[src/rtl/awm_pkg.sv]
package awm_pkg;
  localparam int unsigned ADDR_W = 18;
  localparam int unsigned NUM_CMP = 2;
  localparam int unsigned CMP_LO = 0;
  localparam int unsigned CMP_HI = 1;

  typedef enum logic {
    MODE_INSIDE  = 1'b0,
    MODE_OUTSIDE = 1'b1
  } range_mode_e;
endpackage

[src/rtl/awm_align.sv]
module awm_align #(
  parameter int unsigned AW = awm_pkg::ADDR_W
) (
  input  logic [AW-1:0] addr_i,
  input  logic          word_i,
  output logic [AW-1:0] eff_addr_o
);
  // word accesses are judged by their even byte only
  always_comb begin
    eff_addr_o    = addr_i;
    eff_addr_o[0] = addr_i[0] & ~word_i;
  end
endmodule

[src/rtl/awm_cmp.sv]
module awm_cmp #(
  parameter int unsigned AW    = awm_pkg::ADDR_W,
  parameter bit          UPPER = 1'b0
) (
  input  logic              [AW-1:0] addr_i,
  input  logic              [AW-1:0] bound_i,
  input  logic                       en_i,
  input  awm_pkg::range_mode_e       mode_i,
  output logic                       hit_o
);
  logic in_side;

  generate
    if (UPPER) begin : g_upper
      assign in_side = (addr_i <= bound_i);
    end else begin : g_lower
      assign in_side = (addr_i >= bound_i);
    end
  endgenerate

  always_comb begin
    if (!en_i) hit_o = 1'b0;
    else if (mode_i == awm_pkg::MODE_OUTSIDE) hit_o = ~in_side;
    else hit_o = in_side;
  end
endmodule

[src/rtl/awm_qual.sv]
module awm_qual (
  input  logic                 hit_lo_i,
  input  logic                 hit_hi_i,
  input  logic                 en_lo_i,
  input  logic                 en_hi_i,
  input  awm_pkg::range_mode_e mode_i,
  output logic                 match_o
);
  logic pair_en;
  assign pair_en = en_lo_i & en_hi_i;

  always_comb begin
    if (!pair_en) match_o = 1'b0;
    else if (mode_i == awm_pkg::MODE_OUTSIDE) match_o = hit_lo_i | hit_hi_i;
    else match_o = hit_lo_i & hit_hi_i;
  end
endmodule

[src/rtl/addr_window_match.sv]
module addr_window_match #(
  parameter int unsigned AW = awm_pkg::ADDR_W
) (
  input  logic          clk_i,
  input  logic          rst_ni,
  input  logic          valid_i,
  input  logic [AW-1:0] addr_i,
  input  logic          word_i,
  input  logic [AW-1:0] cmp_a_addr_i,
  input  logic [AW-1:0] cmp_b_addr_i,
  input  logic          cmp_a_en_i,
  input  logic          cmp_b_en_i,
  input  logic          outside_i,
  output logic          match_o,
  output logic          hit_a_o,
  output logic          hit_b_o
);
  import awm_pkg::*;

  localparam int unsigned NC = NUM_CMP;

  range_mode_e      mode;
  logic [AW-1:0]    eff_addr;
  logic [AW-1:0]    bound [NC];
  logic [NC-1:0]    en;
  logic [NC-1:0]    hit;
  logic             match_d;

  assign mode          = range_mode_e'(outside_i);
  assign bound[CMP_LO] = cmp_a_addr_i;
  assign bound[CMP_HI] = cmp_b_addr_i;
  assign en            = {cmp_b_en_i, cmp_a_en_i};

  awm_align #(.AW(AW)) u_align (
    .addr_i    (addr_i),
    .word_i    (word_i),
    .eff_addr_o(eff_addr)
  );

  for (genvar g = 0; g < NC; g++) begin : g_cmp
    awm_cmp #(.AW(AW), .UPPER(g == CMP_HI)) u_cmp (
      .addr_i (eff_addr),
      .bound_i(bound[g]),
      .en_i   (en[g]),
      .mode_i (mode),
      .hit_o  (hit[g])
    );
  end

  awm_qual u_qual (
    .hit_lo_i(hit[CMP_LO]),
    .hit_hi_i(hit[CMP_HI]),
    .en_lo_i (en[CMP_LO]),
    .en_hi_i (en[CMP_HI]),
    .mode_i  (mode),
    .match_o (match_d)
  );

  always_ff @(posedge clk_i or negedge rst_ni) begin
    if (!rst_ni) begin
      match_o <= 1'b0;
      hit_a_o <= 1'b0;
      hit_b_o <= 1'b0;
    end else begin
      match_o <= valid_i & match_d;
      hit_a_o <= valid_i & hit[CMP_LO];
      hit_b_o <= valid_i & hit[CMP_HI];
    end
  end


  match_after_valid_chk: assert property (@(posedge clk_i) disable iff (!rst_ni)
    match_o |-> $past(valid_i));

  inside_needs_both_chk: assert property (@(posedge clk_i) disable iff (!rst_ni)
    (match_o && !$past(outside_i)) |-> (hit_a_o && hit_b_o));

  match_has_hit_chk: assert property (@(posedge clk_i) disable iff (!rst_ni)
    match_o |-> (hit_a_o || hit_b_o));

  pair_disabled_chk: assert property (@(posedge clk_i) disable iff (!rst_ni)
    !$past(cmp_a_en_i && cmp_b_en_i) |-> !match_o);

  hit_a_enable_chk: assert property (@(posedge clk_i) disable iff (!rst_ni)
    hit_a_o |-> $past(valid_i && cmp_a_en_i));

  top_end_quiet_chk: assert property (@(posedge clk_i) disable iff (!rst_ni)
    $past(outside_i && (&cmp_b_addr_i)) |-> !hit_b_o);

  bottom_end_quiet_chk: assert property (@(posedge clk_i) disable iff (!rst_ni)
    $past(outside_i && (cmp_a_addr_i == '0)) |-> !hit_a_o);
endmodule

[config.mk]
export PLATFORM = sky130hd
export DESIGN_NAME = addr_window_match
export DESIGN_NICKNAME = d
export VERILOG_FILES = /design/src/rtl/awm_pkg.sv /design/src/rtl/awm_align.sv /design/src/rtl/awm_cmp.sv /design/src/rtl/awm_qual.sv /design/src/rtl/addr_window_match.sv
export SDC_FILE = /design/constraint.sdc
export NUM_CORES = 1
export LEC_CHECK = 0
export BUFFER_PORTS_ARGS = -buffer_cell sky130_fd_sc_hd__buf_4
export CAP_MARGIN = 40
export CELL_PAD_IN_SITES_DETAIL_PLACEMENT = 0
export CELL_PAD_IN_SITES_GLOBAL_PLACEMENT = 2
export CORE_ASPECT_RATIO = 0.8
export CORE_MARGIN = 1
export CORE_UTILIZATION = 24
export DETAILED_ROUTE_END_ITERATION = 6
export GPL_ROUTABILITY_DRIVEN = 0
export GPL_TIMING_DRIVEN = 0
export PLACE_DENSITY = 0.8
export SLEW_MARGIN = 15
export SYNTH_ARGS = -nofsm -noshare
export SYNTH_HDL_FRONTEND = slang
export SYNTH_HIERARCHICAL = 1
export SYNTH_SLANG_ARGS = --single-unit
[constraint.sdc]
create_clock -name clk_i -period 0.8 [get_ports clk_i]
set_input_delay 0.08 -clock clk_i [delete_from_list [all_inputs] [get_ports clk_i]]
set_output_delay 0.08 -clock clk_i [all_outputs]
set_load 0.005 [all_outputs]
After elaboration in Yosys (flattened, before gate mapping)
Index checks and enable logic that the tools add are counted.

Mux-type cells: 6. $lt $le $gt $ge: 2. Bitwise logic cells: 10.

Operator list (number): greater-or-equal comparator 18 bit (1); less-or-equal comparator 18 bit (1); bitwise AND 1 bit (6); two-way mux 1 bit (6); NOT 1 bit (3); bitwise OR 1 bit (1).

Register bits: 3. Logic and storage cells: 21. Output and inout port bits: 3.

Depth between registers and ports, before layout
Word-level depth: 10. Depth in mapped cells: 11. Mapped depth without buffers: 11.

By module
Netlist, hierarchy kept.

By module, submodules not included: awm_cmp at g_cmp[1].u_cmp (instances 1, area each 515.5 um2, seq. area each 0.0 um2, cells each 71); awm_cmp at g_cmp[0].u_cmp (instances 1, area each 495.5 um2, seq. area each 0.0 um2, cells each 70); awm_align (instances 1, area each 141.4 um2, seq. area each 0.0 um2, cells each 18); addr_window_match (instances 1, area each 93.8 um2, seq. area each 75.1 um2, cells each 6); awm_qual (instances 1, area each 17.5 um2, seq. area each 0.0 um2, cells each 2).

Worst setup path before layout
Ideal clock, no wire load.

Path type: input -> register. Start: input addr_i[4]. End: register match_o. Setup time: 0.119 ns. Stages: 10. Path buffers: 1. Data arrival time: 2.140 ns. Data required time: 0.681 ns. Setup slack: -1.459 ns. Path through: buf_4 > ha_1 > a21oi_1 > a211oi_1 > a2111o_1 > o2111a_1 > a211o_1 > maj3_2 > and3_1 > and2_1.

Word-level cells in the longest chain between the ends: 8.

Ends and longest elaborated chain: start: declaration (line addr_window_match.sv:7) `input logic [AW-1:0] addr_i,`; greater-or-equal comparator 18 bit * (line awm_cmp.sv:17) `assign in_side = (addr_i >= bound_i);`; NOT 1 bit (line awm_cmp.sv:23) `else if (mode_i == awm_pkg::MODE_OUTSIDE) hit_o = ~in_side;`; two-way mux 1 bit * (line awm_cmp.sv:23); two-way mux 1 bit * (line awm_cmp.sv:22) `if (!en_i) hit_o = 1'b0;`; named net hit[0] (line addr_window_match.sv:26) `logic [NC-1:0] hit;`; bitwise AND 1 bit / bitwise OR 1 bit (equally long branches) (line awm_qual.sv:15, awm_qual.sv:14); two-way mux 1 bit * (line awm_qual.sv:14) `else if (mode_i == awm_pkg::MODE_OUTSIDE) match_o = hit_lo_i | hit_hi_i;`; two-way mux 1 bit * (line awm_qual.sv:13) `if (!pair_en) match_o = 1'b0;`; named net match_d (line addr_window_match.sv:27) `logic match_d;`; bitwise AND 1 bit * (line addr_window_match.sv:65) `match_o <= valid_i & match_d;`; end signal: assignment (line addr_window_match.sv:65); end: declaration (line addr_window_match.sv:14) `output logic match_o,`.

The timed path passes the listed nets; every way through them passes the cells marked *.

Final worst setup path
Start: input word_i. End: register match_o.

Word-level cells in the longest chain between the ends: 10.

Ends and longest elaborated chain: start: declaration (line addr_window_match.sv:8) `input logic word_i,`; NOT 1 bit * (line awm_align.sv:11) `eff_addr_o[0] = addr_i[0] & ~word_i;`; bitwise AND 1 bit * (line awm_align.sv:11); named net eff_addr[0] (line addr_window_match.sv:23) `logic [AW-1:0] eff_addr;`; greater-or-equal comparator 18 bit * (line awm_cmp.sv:17); NOT 1 bit (line awm_cmp.sv:23); two-way mux 1 bit * (line awm_cmp.sv:23); two-way mux 1 bit * (line awm_cmp.sv:22); named net hit[0] (line addr_window_match.sv:26); bitwise AND 1 bit / bitwise OR 1 bit (equally long branches) (line awm_qual.sv:15, awm_qual.sv:14); two-way mux 1 bit * (line awm_qual.sv:14); two-way mux 1 bit * (line awm_qual.sv:13); named net match_d (line addr_window_match.sv:27); bitwise AND 1 bit * (line addr_window_match.sv:65).

Marks and branches as above.

==> impl_metrics.toml <==
[floorplan]
ios = 64
die_y_um = 66.9
core_area_um2 = 5040
die_x_um = 83.1
initial_core_util_pct = 25.1
dieArea_um2 = 5560
rows = 23

[layout]
layout_commonest_cell = "buf_4"
final_cell_mix = "buf_4, inv_1, ha_1"
num_antenna_cells = 0
area_growth_pct = 62.2
drive_above_1_share_pct = 48.9
final_nets = 319

[setup_path]
slowest_delay_ps = 300
crit_path_start_kind = "input pin"
worstPathRequired_ps = 900
endpoint_kind = "register"
path_class = "input pin to register"
worst_path_max_delay_cell = "maj3_2"
worstPathCellList = "buf_6 > nor2b_4 > inv_2 > ha_4 > nand2b_4 > a211oi_4 > nor3_4 > o2111a_1 > a211o_1 > maj3_2 > and3_4 > and2_4"
critPathMaxFanout = 2
cp.arrival_ps = 2090

[placed_design]
numPortBuffers = 46
pre_cts_ws_ps = -1570
hpwl_um = 2700

[global_route]
grt_pass1_vias = 1195
grt_usage_pct = 11.2
grt-ovfl-total = 0
antenna_found_initial = 0
grt_first_pass_wirelength_um = 5040
grt_max_degree = 6

[power_and_ir_drop]
switching_share_pct = 33.1
fin_total_pwr_mw = 1.56
p_switching_mw = 0.516
powerDensity_nw_per_um2 = 760
peakVddDrop_v = 0.000619
pwr-share-seq_pct = 10.6
leakage_nw = 1.06
comb_power_share_pct = 61.7
clock_power_share_pct = 27.7
p_int_mw = 1.04

[logic_synthesis]
ys_ff_latch = 3
ys_warn_count = 6
syn-cell-area_um2 = 1260
seq_area_frac_synth_pct = 5.94
synth_nets = 264
yosysUniqueCellTypes = 33
synthCells = 167
avgSynthCellArea_um2 = 7.57

[sta]
clock.fmax_ghz = 0.503
setup_violations = 3
grt_setup_unrepaired = "yes"
hold_viol_final = 0
post-route-min-period_ps = 1990
slew_headroom_pct = 74.6
slew_viol_final = 0
fin_ws_ps = -1190
fin_tns_setup_ps = -2790
tightest_slew_ps = 371
fin_crit_sh_pct = 249

[detailed_routing]
finalWirelength_um = 3100
wl_per_cell_um = 10.9
firstDrtPassIters = 4
ant_nets = 0
dr.first_iter.drc_count = 16
drc = 0
routed_via_density = 4.40
vias = 1244

[flow_run]
cap_violations = 0

[clock_network]
clk_path_buf_depth = 2
cts-htree-levels = 1
clkTransAtPathRegs_ps = 30
cts.root.buffer_cell = "clkbuf_8"
cts_tree = "built"
cts_buffers = 3
clkSinkCount = 3

[outcome]
violations = "setup timing"
outcome = "finished, violations left"

[hold_path]
hold_path.class = "input pin to register"
## through the flow
| stage | hold WS [ps] | cells | util [%] | instance area, um2 |
|---|---|---|---|---|
| 4_1_cts | 101 | 284 | 39.7 | 2000 |
| 2_1_floorplan | -216 | 167 | - | 1420 |
| 5_1_grt | 111 | 283 | 40.7 | 2050 |
| 3_3_place_gp | -131 | 275 | 36.5 | 1840 |
| 6_report | 109 | 283 | 40.7 | 2050 |
| 3_5_place_dp | -128 | 275 | 36.5 | 1840 |
## power groups by stage
| stage | registers (mW) | clock network [mW] | logic (mW) |
|---|---|---|---|
| finish | 0.165 | 0.432 | 0.962 |
| global route | 0.166 | 0.471 | 1.08 |
| CTS | 0.164 | 0.441 | 0.921 |
| detailed placement | 0.166 | 0 | 0.829 |
| global placement | 0.165 | 0 | 0.825 |
| floorplan | 0.167 | 0 | 0.527 |
## per-layer routing
layer | GRT usage [%] | wire, um | vias up
met5 | 0 | 0 | -
met3 | 1.73 | 163 | 0
met2 | 18.5 | 1390 | 36
met1 | 15.4 | 1540 | 539
met4 | 1.94 | 0 | 0
li1 | - | - | 669
## cell type report
class / count / area [um2]
Fill cell: 518 / 2990
Inverter: 40 / 153
Buffer: 17 / 143
Multi-Input combinational cell: 107 / 1160
Sequential cell: 3 / 75.1
Tap cell: 62 / 77.6
Timing Repair Buffer: 50 / 393
Clock buffer: 4 / 45.0
## registers in the layout, indices dropped and copies added, names as in the netlist
register,flops
hit_a_o,1
hit_b_o,1
match_o,1
## cells in the mapped netlist (all sizes together)
cell type	instances	share of area, %
nand4	9	5.4
nand2b	2	0.99
o2111a	1	0.89
nor2b	2	1.6
a2111o	1	0.89
buf	17	10
nor3	2	0.79
a31o	1	0.69
and4	1	0.69
a41oi	1	0.69
a211o	1	0.69
and2	3	1.5
and3	1	0.50
nand3	2	0.79
a211oi	3	1.8
a22oi	1	0.59
a311o	1	0.79
inv	40	12
nand2	9	2.7
nor2	4	1.2
o21ai	5	2.0
nand4b	1	0.69
ha	36	36
or2	1	0.50
nor4	1	1.7
maj3	1	0.89
a2111oi	1	0.69
a221oi	1	0.69
a21oi	14	5.5
dfrtp	3	5.9
a21o	1	0.59
## worst paths after layout
path	start	end	slack [ps]	depth (start not counted)
setup / recovery	word_i	match_o$_DFF_PN0_	-1190	12
hold / removal	valid_i	hit_b_o$_DFF_PN0_	110	2
max in group asynchronous	rst_ni	hit_b_o$_DFF_PN0_	500	2
min in group asynchronous	rst_ni	hit_a_o$_DFF_PN0_	200	2
## worst max-delay path, delay by kind of cell
family / cells / cell delay, ps
adders and majority gates: 2 / 520
and+or+nand+nor: 5 / 570
AOI/OAI and AO/OA: 3 / 770
buffers and inverters: 2 / 140
## logic make-up after synthesis
logic type / Yosys count / share of synthesized area [%]
buf+inv: 57 / 22.0
simple gates: 38 / 19.0
fa+ha+maj: 37 / 36.5
compound gates: 32 / 16.5
flops: 3 / 5.94
## repair_timing
action,4_1_cts,5_1_grt
gates resized for setup,18,12
hold buffers,1,0
pin swaps,14,15
endpoints found under the hold margin,3,0
setup buffers,4,1
endpoints found under the setup margin,3,4
(Power assumes the default switching activity.)
